## src/rtl/adc_start_pkg.sv

```systemverilog
package adc_start_pkg;
  typedef enum logic [1:0] {ST_IDLE, ST_WAIT, ST_BUSY} ctl_state_e;
  localparam logic [1:0] SRC_PIN = 2'd0;
  localparam logic [1:0] SRC_PWM = 2'd3;
endpackage

```

## src/rtl/adc_trig_filter.sv

```systemverilog
module adc_trig_filter #(
  parameter int STABLE = 4
) (
  input  logic clk,
  input  logic rst,
  input  logic pin_i,
  output logic rise_o,
  output logic fall_o
);
  localparam int CW = $clog2(STABLE + 1);

  logic          pin_q;
  logic [CW-1:0] run;
  logic          flt;
  logic          primed;

  always_ff @(posedge clk) begin
    if (rst) begin
      pin_q  <= 1'b0;
      run    <= '0;
      flt    <= 1'b0;
      primed <= 1'b0;
      rise_o <= 1'b0;
      fall_o <= 1'b0;
    end else begin
      pin_q  <= pin_i;
      rise_o <= 1'b0;
      fall_o <= 1'b0;
      if (pin_i != pin_q) run <= CW'(1);
      else if (run != CW'(STABLE)) run <= run + 1'b1;
      // a level becomes accepted once its run of samples reaches STABLE
      if (run == CW'(STABLE) && (!primed || flt != pin_q)) begin
        primed <= 1'b1;
        flt    <= pin_q;
        if (primed) begin
          rise_o <= pin_q;
          fall_o <= !pin_q;
        end
      end
    end
  end

  AST_EDGE_SINGLE: assert property (@(posedge clk) disable iff (rst)
    (rise_o || fall_o) |=> !(rise_o || fall_o));
  AST_EDGE_EXCL: assert property (@(posedge clk) disable iff (rst)
    !(rise_o && fall_o));
endmodule

```

## src/rtl/adc_chan_pick.sv

```systemverilog
module adc_chan_pick #(
  parameter int NCH = 8
) (
  input  logic [NCH-1:0]         mask_i,
  output logic [$clog2(NCH)-1:0] idx_o,
  output logic                   any_o
);
  localparam int CHW = $clog2(NCH);

  always_comb begin
    idx_o = '0;
    any_o = 1'b0;
    for (int i = NCH - 1; i >= 0; i--) begin
      if (mask_i[i]) begin
        idx_o = CHW'(i);
        any_o = 1'b1;
      end
    end
  end
endmodule

```

## src/rtl/adc_samp_decode.sv

```systemverilog
module adc_samp_decode #(
  parameter int CODEW   = 4,
  parameter int CAP_LOG = 10
) (
  input  logic [CODEW-1:0]   code_i,
  output logic [CAP_LOG:0]   len_o
);
  localparam int OW = CAP_LOG + 1;

  logic [OW-1:0] extra;

  always_comb begin
    if (code_i <= CODEW'(2))
      extra = OW'(code_i);
    else if (int'(code_i) - 1 >= CAP_LOG)
      extra = OW'(1) << CAP_LOG;
    else
      extra = OW'(1) << (code_i - CODEW'(1));
    len_o = extra + OW'(1);
  end
endmodule

```

## src/rtl/adc_start_ctrl.sv

```systemverilog
module adc_start_ctrl #(
  parameter int NCH      = 8,
  parameter int DLYW     = 8,
  parameter int DLY_MULT = 4,
  parameter int CODEW    = 4,
  parameter int CAP_LOG  = 10,
  parameter int STABLE   = 4
) (
  input  logic                   clk,
  input  logic                   rst,
  input  logic                   conv_en,
  input  logic                   sw_start_set,
  input  logic                   sw_start_clr,
  input  logic                   hw_trig_en,
  input  logic [1:0]             trig_src,
  input  logic                   edge_rise,
  input  logic                   ext_pin,
  input  logic                   pwm_trig,
  input  logic [DLYW-1:0]        delay_val,
  input  logic [NCH-1:0]         chan_mask,
  input  logic [CODEW-1:0]       samp_code,
  input  logic                   conv_done,
  output logic                   busy,
  output logic                   conv_start,
  output logic [$clog2(NCH)-1:0] chan_sel,
  output logic [CAP_LOG:0]       samp_clks
);
  import adc_start_pkg::*;

  localparam int CHW   = $clog2(NCH);
  localparam int SAMPW = CAP_LOG + 1;
  localparam int DCW   = DLYW + $clog2(DLY_MULT);

  ctl_state_e       state;
  logic [DCW-1:0]   dcnt;
  logic             pin_rise, pin_fall;
  logic [CHW-1:0]   pick_idx;
  logic             pick_any;
  logic [SAMPW-1:0] samp_len;
  logic             pin_req, pwm_req, now_req;

  adc_trig_filter #(.STABLE(STABLE)) u_filt (
    .clk(clk), .rst(rst), .pin_i(ext_pin), .rise_o(pin_rise), .fall_o(pin_fall));

  adc_chan_pick #(.NCH(NCH)) u_pick (
    .mask_i(chan_mask), .idx_o(pick_idx), .any_o(pick_any));

  adc_samp_decode #(.CODEW(CODEW), .CAP_LOG(CAP_LOG)) u_samp (
    .code_i(samp_code), .len_o(samp_len));

  always_comb begin
    pin_req = hw_trig_en && trig_src == SRC_PIN && (edge_rise ? pin_rise : pin_fall);
    pwm_req = hw_trig_en && trig_src == SRC_PWM && pwm_trig;
    now_req = sw_start_set || pin_req || (pwm_req && delay_val == '0);
  end

  always_ff @(posedge clk) begin
    if (rst) begin
      state      <= ST_IDLE;
      busy       <= 1'b0;
      conv_start <= 1'b0;
      chan_sel   <= '0;
      samp_clks  <= SAMPW'(1);
      dcnt       <= '0;
    end else begin
      conv_start <= 1'b0;
      if (!conv_en) begin
        state <= ST_IDLE;
        busy  <= 1'b0;
      end else begin
        case (state)
          ST_IDLE: begin
            if (!sw_start_clr && pick_any && now_req) begin
              state      <= ST_BUSY;
              busy       <= 1'b1;
              conv_start <= 1'b1;
              chan_sel   <= pick_idx;
              samp_clks  <= samp_len;
            end else if (!sw_start_clr && pick_any && pwm_req) begin
              state <= ST_WAIT;
              dcnt  <= DCW'(delay_val) * DCW'(DLY_MULT) - DCW'(1);
            end
          end
          ST_WAIT: begin
            if (sw_start_clr) begin
              state <= ST_IDLE;
            end else if (dcnt == '0) begin
              if (pick_any) begin
                state      <= ST_BUSY;
                busy       <= 1'b1;
                conv_start <= 1'b1;
                chan_sel   <= pick_idx;
                samp_clks  <= samp_len;
              end else begin
                state <= ST_IDLE;
              end
            end else begin
              dcnt <= dcnt - 1'b1;
            end
          end
          default: begin
            if (conv_done || sw_start_clr) begin
              state <= ST_IDLE;
              busy  <= 1'b0;
            end
          end
        endcase
      end
    end
  end

  AST_OFF_IDLE: assert property (@(posedge clk) disable iff (rst)
    !conv_en |=> !busy);
  AST_START_PULSE: assert property (@(posedge clk) disable iff (rst)
    conv_start |-> (busy && !$past(busy)));
  AST_CLR_STOPS: assert property (@(posedge clk) disable iff (rst)
    sw_start_clr |=> !busy);
  AST_DONE_STOPS: assert property (@(posedge clk) disable iff (rst)
    (busy && conv_done) |=> !busy);
  AST_NO_RESTART: assert property (@(posedge clk) disable iff (rst)
    busy |=> !conv_start);
  AST_CHAN_LOWEST: assert property (@(posedge clk) disable iff (rst)
    conv_start |-> ((($past(chan_mask) >> chan_sel) & NCH'(1)) == NCH'(1)
                    && ($past(chan_mask) & ~({NCH{1'b1}} << chan_sel)) == '0));
  AST_SAMP_LEGAL: assert property (@(posedge clk) disable iff (rst)
    conv_start |-> ((samp_clks - SAMPW'(1) <= SAMPW'(2)) || $onehot(samp_clks - SAMPW'(1))));
endmodule

```

## config.mk

```make
export PLATFORM = sky130hd
export DESIGN_NAME = adc_start_ctrl
export DESIGN_NICKNAME = d
export VERILOG_FILES = /design/src/rtl/adc_start_pkg.sv /design/src/rtl/adc_trig_filter.sv /design/src/rtl/adc_chan_pick.sv /design/src/rtl/adc_samp_decode.sv /design/src/rtl/adc_start_ctrl.sv
export SDC_FILE = /design/constraint.sdc
export NUM_CORES = 1
export LEC_CHECK = 0
export ABC_AREA = 1
export BUFFER_PORTS_ARGS = -buffer_cell sky130_fd_sc_hd__buf_2
export CELL_PAD_IN_SITES_DETAIL_PLACEMENT = 1
export CELL_PAD_IN_SITES_GLOBAL_PLACEMENT = 2
export CORE_AREA = 3 3 104 106
export DETAILED_ROUTE_END_ITERATION = 7
export DIE_AREA = 0 0 107 109
export PLACE_DENSITY_LB_ADDON = 0.05
export RECOVER_POWER = 100
export SLEW_MARGIN = 20
export SYNTH_ARGS = -nofsm -noshare
export SYNTH_HDL_FRONTEND = slang
export SYNTH_HIERARCHICAL = 1
export SYNTH_SLANG_ARGS = --single-unit
```

## constraint.sdc

```tcl
create_clock -name clk -period 1.7 [get_ports clk]
set_clock_uncertainty 0.2 [all_clocks]
set_input_delay 0.17 -clock clk [delete_from_list [all_inputs] [get_ports clk]]
set_output_delay 0.17 -clock clk [all_outputs]
set_load 0.02 [all_outputs]
```

==> flow_summary.toml <==
[clock_network]
clockBufferDepth = 2
clkSinkCount = 36
cts.clk_slew.worst_paths_ns = 0.08
cts_tree = "built"
ctsRootBufferMaster = "clkbuf_8"
cts-buffers-inserted = 5
htree_levels = 2
clkLatencyLatePin_ns = 0.29

[sta]
grt_setup_unrepaired = "true"
whs_ns = 0.0565
setup_violations = 0
slew_headroom = 0.792
slew_viol_final = 0
finalCritPeriodShare = 1.00
min_period_ns = 1.70
fin_ws_ns = 0.000613
hold_viol = 0
fmax_ghz = 0.588
worst_slew_pin_slew_ns = 0.310

[detailed_routing]
vias_per_cell = 4.26
firstDrtPassIters = 4
wirelength_mm = 7.89
drc = 0
dr.first_iter.drc_count = 65
detail-route-antenna-nets = 0
num_vias = 2843
detail_route.wl_per_cell_um = 11.8

[job]
max_cap_viol_count = 0

[synth]
synth_seq_area_share = 0.282
syn_inst = 411
yosysWarnings = 6
netlist_area_um2 = 2560
synth.distinct_cells = 36
syn-num-nets = 454
syn_area_per_cell_um2 = 6.23
synth-seq-cells = 36

[floorplan]
rows = 36
core_area_um2 = 9860
initial_core_util = 0.259
die_w_um = 107
boundaryPins = 48
die_height_um = 109
dieArea_um2 = 11700

[critical_path]
end_kind = "flip-flop"
crit_type = "reg -> reg"
crit_fanout = 7
worstPathRequired_ns = 1.74
arrival_ns = 1.74
cp-start-kind = "flip-flop"

[global_routing]
grt_pass1_vias = 3005
grt_max_degree = 20
antenna_found_initial = 0
grt_first_pass_wirelength_mm = 13.5
overflow = 0
grt_usage = 0.145

[pwr]
leakagePower_uw = 0.00191
p_per_area_nw_per_um2 = 596
vdd_drop_max_v = 0.000275

[placed_design]
place_congestion = 0.795
portBuffers = 47
placed_cell_area_um2 = 3410
dpl.cell_count = 648
preCtsSetupSlack_ns = -0.300
hpwl_mm = 6.09

[finish]
diodes = 0
final_cells = 667
utilization = 0.383
multiInputGateArea_um2 = 1720
nNetsFinal = 576
seq_area_um2 = 726
fillerInstances = 1289
syn_to_final_growth_pct = 47.5
final_design_area_no_fill_um2 = 3770
drive_above_1_share = 0.330

[status]
status = "finished, final reports clean"

[min_path]
holdCritPathClass = "in -> reg"
## report_power, final
part / switching [µW] / internal, µW / leakage, µW / total [µW]
logic: 317 / 249 / 0.00156 / 566
registers: 22.6 / 878 / 0.000295 / 900
clock network: 348 / 434 / 0.0000541 / 783
total: 688 / 1560 / 0.00191 / 2250
## metrics by stage
stage                     power, µW  TNS (ns)
after global routing           2400     -1.72
after detailed placement       1430     -6.07
after global placement         1420     -4.89
after CTS                      2280    -0.403
after floorplan                1200         0
final                          2250         0
## cells in the final DEF, fill, tap and decap left out, types with 5 or more instances in the layout
cell / Yosys / layout
ha_1: 11 / 9
nand3_2: 4 / 6
nand4_1: 5 / 5
nor2_4: 3 / 7
clkbuf_8: 0 / 5
dfxtp_1: 36 / 32
nand3_4: 1 / 5
nor2_1: 73 / 67
dlygate4sd3_1: 0 / 5
buf_2: 2 / 30
buf_4: 0 / 63
nand3_1: 20 / 17
nand2_4: 2 / 5
nand2_2: 8 / 16
nand2_1: 110 / 99
nor2_2: 6 / 8
a21oi_1: 12 / 11
inv_1: 61 / 58
inv_2: 8 / 10
clkbuf_1: 2 / 17
o21ai_0: 17 / 14
## routing by layer
layer  global-route usage  share of wire
met2                0.273           0.54
met1                0.164           0.43
met3               0.0272          0.023
met4               0.0429         0.0082
met5                    0              0
## cells by family after synthesis
kind of cell,synth area share
DFF,0.282
AOI/OAI and AO/OA,0.0836
xor gates and xnor gates,0.0274
buffers and inverters,0.117
and+or+nand+nor,0.437
adders and majority gates,0.0538
## registers in the layout, indices dropped and copies added, names as in the netlist
name	cells
dcnt	10
samp_clks	11
u_filt/pin_q	1
u_filt/fall_o	1
state	2
u_filt/flt	1
u_filt/rise_o	1
chan_sel	3
conv_start	1
busy	1
u_filt/primed	1
u_filt/run	3
## path summary, 6_finish.rpt
kind,startpoint,end,slack (ns),depth (start not counted)
max,dcnt[1],samp_clks[6],0.0006,11
min,sw_start_clr,state[0],0.06,4
max reg2reg,dcnt[1],samp_clks[6],0.0006,11
min reg2reg,u_filt/run[1],u_filt/run[1],0.29,2
## Yosys cell counts, drive strengths merged
cell	number	area, µm²
ha	11	138
a31oi	2	12.5
xnor2	4	35.0
dfxtp	36	721
o211ai	1	7.51
o21ai	18	101
nand3b	1	7.51
inv	69	259
nor3	5	30.0
clkbuf	2	7.51
nor2	83	365
a21o	1	7.51
or2	2	12.5
nand2	120	485
xor2	4	35.0
buf	4	32.5
and2	1	6.26
and3	1	6.26
nor3b	2	15.0
nand4	5	31.3
a21oi	14	85.1
nand3	25	158
## repair_timing
item / CTS / global route
hold buffers: 5 / 0
hold endpoints to repair: 6 / 0
endpoints found under the setup margin: 27 / 28
pin swaps: 11 / 14
gates cloned: 3 / 0
gates resized for setup: 20 / 33
setup buffers: 1 / 2
## critical path, cell delays in order, from the launching register on
cell     delay, ns
dfxtp_2       0.33
inv_2         0.07
ha_4          0.14
nand2_4       0.06
nor2_4        0.10
nand2_4       0.07
a21oi_4       0.14
buf_12        0.14
nand3_4       0.14
nand2_2       0.10
nand2_1       0.05
nor2_1        0.10
## final cells by class
| class | instances | area share |
|---|---|---|
| timing repair buffer | 118 | 0.209 |
| multi-input combinational | 303 | 0.456 |
| tap | 133 | 0.0441 |
| inverter | 69 | 0.0693 |
| sequential | 36 | 0.192 |
| clock inverter | 3 | 0.0113 |
| clock buffer | 5 | 0.0182 |
Power figures use the tool's default switching activity.
